File: src/rtl/capture_pkg.sv
package capture_pkg;
  localparam int CAP_CH  = 4;
  localparam int TMR_W   = 16;
  localparam int BUS_W   = 8;
  localparam int ADDR_W  = $clog2(2 * CAP_CH + 2);
  localparam int CFG_W   = 2 * CAP_CH;
  localparam logic [ADDR_W-1:0] CFG_ADDR  = ADDR_W'(2 * CAP_CH);
  localparam logic [ADDR_W-1:0] FLAG_ADDR = ADDR_W'(2 * CAP_CH + 1);

  typedef struct packed {
    logic [CAP_CH-1:0] capLoad;
  } capStrobes_t;
endpackage

File: src/rtl/capture_pin_sync.sv
module capture_pin_sync
  import capture_pkg::*;
(
  input  logic              clk,
  input  logic              rst_n,
  input  logic [CAP_CH-1:0] pinIn,
  output logic [CAP_CH-1:0] riseEdge,
  output logic [CAP_CH-1:0] fallEdge
);
  logic [CAP_CH-1:0] meta, synced, prevLvl;

  always_ff @(posedge clk) begin
    if (!rst_n) begin
      meta    <= '0;
      synced  <= '0;
      prevLvl <= '0;
    end else begin
      meta    <= pinIn;
      synced  <= meta;
      prevLvl <= synced;
    end
  end

  assign riseEdge = synced & ~prevLvl;
  assign fallEdge = ~synced & prevLvl;
endmodule

File: src/rtl/capture_ctrl.sv
module capture_ctrl
  import capture_pkg::*;
(
  input  logic              clk,
  input  logic              rst_n,
  input  logic [CAP_CH-1:0] riseEdge,
  input  logic [CAP_CH-1:0] fallEdge,
  input  logic              busSel,
  input  logic              busWr,
  input  logic [ADDR_W-1:0] busAddr,
  input  logic [BUS_W-1:0]  busWdata,
  output capStrobes_t       strb,
  output logic [BUS_W-1:0]  ctlRdByte,
  output logic              ctlRdHit,
  output logic [CAP_CH-1:0] flagQ
);
  logic [CFG_W-1:0]  cfgQ;
  logic [CAP_CH-1:0] cfgMode, cfgFall, hwHit, swHit, flagClr;
  logic              wrStrobe;

  assign cfgMode  = cfgQ[CAP_CH-1:0];
  assign cfgFall  = cfgQ[CFG_W-1:CAP_CH];
  assign wrStrobe = busSel && busWr;

  for (genvar c = 0; c < CAP_CH; c++) begin : g_ch
    assign hwHit[c]   = cfgFall[c] ? fallEdge[c] : riseEdge[c];
    assign swHit[c]   = wrStrobe && (busAddr == ADDR_W'(2 * c));
    assign flagClr[c] = wrStrobe && (busAddr == FLAG_ADDR) && busWdata[c];
    assign strb.capLoad[c] = cfgMode[c] ? swHit[c] : hwHit[c];

    // a set flag stays set unless software clears it
    p_flag_sticky_r6: assert property (@(posedge clk) disable iff (!rst_n)
      (flagQ[c] && !flagClr[c]) |=> flagQ[c]);
    // software-mode channels never raise their flag
    p_flag_hw_only_r4: assert property (@(posedge clk) disable iff (!rst_n)
      (cfgMode[c] && !flagClr[c]) |=> (flagQ[c] == $past(flagQ[c])));
  end

  always_ff @(posedge clk) begin
    if (!rst_n) begin
      cfgQ  <= '0;
      flagQ <= '0;
    end else begin
      if (wrStrobe && busAddr == CFG_ADDR) cfgQ <= busWdata[CFG_W-1:0];
      flagQ <= (flagQ & ~flagClr) | (hwHit & ~cfgMode);
    end
  end

  always_comb begin
    ctlRdHit  = (busAddr == CFG_ADDR) || (busAddr == FLAG_ADDR);
    ctlRdByte = (busAddr == CFG_ADDR) ? BUS_W'(cfgQ) : BUS_W'(flagQ);
  end
endmodule

File: src/rtl/capture_datapath.sv
module capture_datapath
  import capture_pkg::*;
(
  input  logic              clk,
  input  logic              rst_n,
  input  capStrobes_t       strb,
  input  logic [TMR_W-1:0]  timerVal,
  input  logic [ADDR_W-1:0] busAddr,
  output logic [BUS_W-1:0]  capRdByte
);
  localparam int IDX_W = ADDR_W - 1;

  logic [TMR_W-1:0] capReg [CAP_CH];

  for (genvar c = 0; c < CAP_CH; c++) begin : g_reg
    always_ff @(posedge clk) begin
      if (!rst_n)                capReg[c] <= '0;
      else if (strb.capLoad[c])  capReg[c] <= timerVal;
    end

    // a load strobe stores the timer value of that edge
    p_capture_value_r2: assert property (@(posedge clk) disable iff (!rst_n)
      strb.capLoad[c] |=> (capReg[c] == $past(timerVal)));
    // without its strobe a register keeps its value
    p_hold_r9: assert property (@(posedge clk) disable iff (!rst_n)
      !strb.capLoad[c] |=> $stable(capReg[c]));
  end

  always_comb begin
    capRdByte = '0;
    for (int c = 0; c < CAP_CH; c++) begin
      if (busAddr[ADDR_W-1:1] == IDX_W'(c))
        capRdByte = busAddr[0] ? capReg[c][TMR_W-1:BUS_W] : capReg[c][BUS_W-1:0];
    end
  end
endmodule

File: src/rtl/capture_unit.sv
module capture_unit
  import capture_pkg::*;
(
  input  logic              clk,
  input  logic              rst_n,
  input  logic [TMR_W-1:0]  timerVal,
  input  logic [CAP_CH-1:0] capPin,
  input  logic              busSel,
  input  logic              busWr,
  input  logic [ADDR_W-1:0] busAddr,
  input  logic [BUS_W-1:0]  busWdata,
  output logic [BUS_W-1:0]  busRdata,
  output logic [CAP_CH-1:0] irqFlag
);
  logic [CAP_CH-1:0] riseEdge, fallEdge;
  capStrobes_t       strb;
  logic [BUS_W-1:0]  ctlRdByte, capRdByte;
  logic              ctlRdHit;

  capture_pin_sync u_sync (
    .clk(clk), .rst_n(rst_n), .pinIn(capPin),
    .riseEdge(riseEdge), .fallEdge(fallEdge)
  );

  capture_ctrl u_ctrl (
    .clk(clk), .rst_n(rst_n), .riseEdge(riseEdge), .fallEdge(fallEdge),
    .busSel(busSel), .busWr(busWr), .busAddr(busAddr), .busWdata(busWdata),
    .strb(strb), .ctlRdByte(ctlRdByte), .ctlRdHit(ctlRdHit), .flagQ(irqFlag)
  );

  capture_datapath u_dp (
    .clk(clk), .rst_n(rst_n), .strb(strb), .timerVal(timerVal),
    .busAddr(busAddr), .capRdByte(capRdByte)
  );

  assign busRdata = (busSel && !busWr) ? (ctlRdHit ? ctlRdByte : capRdByte) : '0;
endmodule

File: config.mk
export PLATFORM = sky130hd
export DESIGN_NAME = capture_unit
export DESIGN_NICKNAME = d
export VERILOG_FILES = /design/src/rtl/capture_pkg.sv /design/src/rtl/capture_pin_sync.sv /design/src/rtl/capture_ctrl.sv /design/src/rtl/capture_datapath.sv /design/src/rtl/capture_unit.sv
export SDC_FILE = /design/constraint.sdc
export NUM_CORES = 1
export LEC_CHECK = 0
export ABC_AREA = 1
export BUFFER_PORTS_ARGS = -buffer_cell sky130_fd_sc_hd__buf_2
export CAP_MARGIN = 15
export CORE_MARGIN = 2
export CORE_UTILIZATION = 33
export DETAILED_ROUTE_END_ITERATION = 10
export GPL_TIMING_DRIVEN = 0
export HOLD_SLACK_MARGIN = 0.02
export SLEW_MARGIN = 25
export SYNTH_ARGS = -nofsm -noshare
export SYNTH_HDL_FRONTEND = slang
export SYNTH_HIERARCHICAL = 1
export SYNTH_SLANG_ARGS = --single-unit
File: constraint.sdc
create_clock -name clk -period 1.65 [get_ports clk]
set_clock_uncertainty 0.05 [all_clocks]
set_input_delay 0.165 -clock clk [delete_from_list [all_inputs] [get_ports clk]]
set_output_delay 0.165 -clock clk [all_outputs]
set_load 0.01 [all_outputs]
==> reports/results.ini <==
[clock_network]
clk_pin_slew_ns = 0.06
root_buffer = clkbuf_16
numCtsBuffers = 9
cts_tree = yes
clockBufferDepth = 2
cts_max_level = 3
clk_latency_ns = 0.34
clock_sinks = 88

[min_path]
hp-class = in -> reg

[cells_and_area]
fin_nets = 607
design_area_mm2 = 0.00521
fillers = 1233
final_cell_mix = 178 x nand2_1, 84 x nor2_1, 64 x edfxtp_1
drive_above_1_share_pct = 22.4
final_common_cell = nand2_1
syn2layout_area_growth_pct = 26.2
fin_cells = 744
diodes = 0

[setup_path]
rrSetupSlack_ns = 0.14
crit_start = u_dp/capReg[1][5]$_SDFFCE_PN0P_
worstPathMaxFanout = 1
crit_chain = nand2_1 -> nand2_1 -> nand2_1 -> nand4_1 -> nand2_1 -> a21oi_2 -> buf_2
rr_worst_depth = 8
slowest_stage = edfxtp_1
path_buf_inv = 1
r2r-end = u_dp/capReg[3][8]$_SDFFCE_PN0P_
crit_end = busRdata[5]
critPathKind = reg -> out
path_delay_family = simple AND/OR/NAND/NOR gates
rr_startpoint = u_sync/synced[3]$_SDFF_PN0_
worstPathArrival_ns = 1.44
cp.required_ns = 1.43
end_kind = output port
critPathLaunchType = register
cpPeakStageDelay_ns = 0.36
cp_common_cell = nand2_1
cp.depth = 7

[yosys]
ys_warn_count = 6
ys_seq_elements = 88
avgSynthCellArea_um2 = 8.27
yosys.cell_types.count = 20
yosysSeqAreaShare_pct = 58.2
ys_top_cells_by_area = edfxtp_1 47%, nand2_1 17%, dfxtp_1 12%
synth_top_area_share_pct = 46.5
synthCells = 499
synth_area_mm2 = 0.00413
synth_top_area_cell = edfxtp_1
synth_nets = 535

[floorplan]
ios = 48
start_util_pct = 34.1
dieArea_mm2 = 0.0134
placementRows = 40
core_mm2 = 0.0121
die_y_um = 116
die_w_um = 116

[timing]
period_minus_slack_ns = 1.65
hold_viol_final = 0
slew_headroom_pct = 65.3
fin_ws_ns = -0.00417
worstMarginPinSlew_ns = 0.520
rsz0062_at_grt = true
tns_ns = -0.00417
setup_viol = 1
post-route-period-util_pct = 100
fmax_mhz = 605
drv_slew = 0

[drt]
via_per_inst = 4.46
drc = 0
postRouteAntennaNets = 0
drt_wl_total_um = 10200
drt_iter0_markers = 272
wl_per_cell_um = 13.7
num_vias = 3318
dr.pass1.iters = 5

[flow_run]
max-cap-violations = 0

[outcome]
status = finished with violations
violations = negative setup slack

[place]
dpl-instance-area_mm2 = 0.00457
gp_congestion = 0.872
dpl.cell_count = 714
portBuffers = 47
dp_hpwl_um = 7270
dp_slack_ns = -0.455

[power]
powerDensity_mw_per_mm2 = 936
max-vdd-ir-drop_v = 0.000428
p_leak_nw = 2.34
finalPower_mw = 4.87

[global_route]
grt_max_degree = 17
grt_usage_pct = 15.5
antenna_found_initial = 0
grt_pass1_vias = 3157
overflow = 0
grt_pass1_wl_um = 15700

-- Yosys cell counts --
cell / instances
a21oi_1: 20
edfxtp_1: 64
nand3_1: 14
buf_4: 4
nor3_2: 1
nand4_1: 8
o21ai_2: 4
nand2_2: 3
nor2_1: 88
o31ai_1: 4
buf_6: 3
clkbuf_1: 1
inv_2: 6
nor2_2: 1
buf_2: 9
nand2_1: 186
nor2_8: 1
o21ai_0: 4
inv_1: 54
dfxtp_1: 24
-- area by class of cell --
cell class | count | area [um2] | share of cell area [%]
multi-input combinational | 336 | 1560 | 29.9
sequential | 88 | 2400 | 46.1
inverter | 60 | 230 | 4.42
clock buffer | 9 | 225 | 4.32
tap | 168 | 210 | 4.04
buffer | 17 | 178 | 3.41
clock inverter | 7 | 47.5 | 0.913
timing repair buffer | 59 | 355 | 6.82
-- worst register-to-register path: cells and delay by family, from the launching register on --
kind | cells | cell delay, ns
compound gates | 2 | 0.19
buf+inv | 2 | 0.22
flops | 1 | 0.33
simple gates | 4 | 0.41
-- power by group --
group / leakage, nW / total [mW] / internal (mW) / switching (mW)
combinational: 1.35 / 0.512 / 0.176 / 0.336
sequential: 0.864 / 2.52 / 2.49 / 0.0327
clock: 0.122 / 1.84 / 1.02 / 0.825
-- per-stage QoR --
step	hold WS [ns]	utilization [%]
2_1_floorplan	0.213	-
3_3_place_gp	0.295	37.8
3_5_place_dp	0.305	37.8
4_1_cts	0.0428	41.2
5_1_grt	0.0448	43.0
6_report	0.0448	43.0
-- cell families (layout without fill, tap and decap cells) --
logic type	Yosys count	count (layout)	synth area share (%)
AND/OR/NAND/NOR	302	304	29.2
flip-flops	88	88	58.2
buffers and inverters	77	152	8.18
AO/OA/AOI/OAI	32	32	4.48
-- state kept, by name, summed over array words and instances, names as in the netlist --
name            count
u_sync/prevLvl      4
u_sync/synced       4
u_ctrl/cfgQ         8
u_ctrl/flagQ        4
u_dp/capReg        64
u_sync/meta         4
-- how the worst min path moves through the flow --
stage | start | end | slack, ns | cells after the start
floorplan | capPin[0] | u_sync/meta[0]$_SDFF_PN0_ | 0.21 | 2
global placement | capPin[1] | u_sync/meta[1]$_SDFF_PN0_ | 0.29 | 3
detailed placement | capPin[1] | u_sync/meta[1]$_SDFF_PN0_ | 0.30 | 3
CTS | rst_n | u_sync/prevLvl[0]$_SDFF_PN0_ | 0.04 | 3
global route | rst_n | u_sync/prevLvl[0]$_SDFF_PN0_ | 0.04 | 3
finish | rst_n | u_sync/prevLvl[3]$_SDFF_PN0_ | 0.04 | 3
-- timing repair --
action,in CTS,in global routing
endpoints found under the hold margin,4,0
resized for setup,31,40
endpoints found under the setup margin,112,118
hold buffers,4,0
pin swaps,4,17
setup buffers,1,5
gates cloned,0,4
-- per-layer routing --
layer / vias to the layer above / GRT usage (%) / share of wire [%] / routed length, um
met5: - / 0 / 0 / 0
met4: 0 / 7.86 / 2.8 / 283
met3: 17 / 2.20 / 4.2 / 424
met2: 71 / 24.9 / 50 / 5080
met1: 1513 / 20.7 / 43 / 4400
li1: 1717 / - / - / -
(Power assumes the default switching activity.)
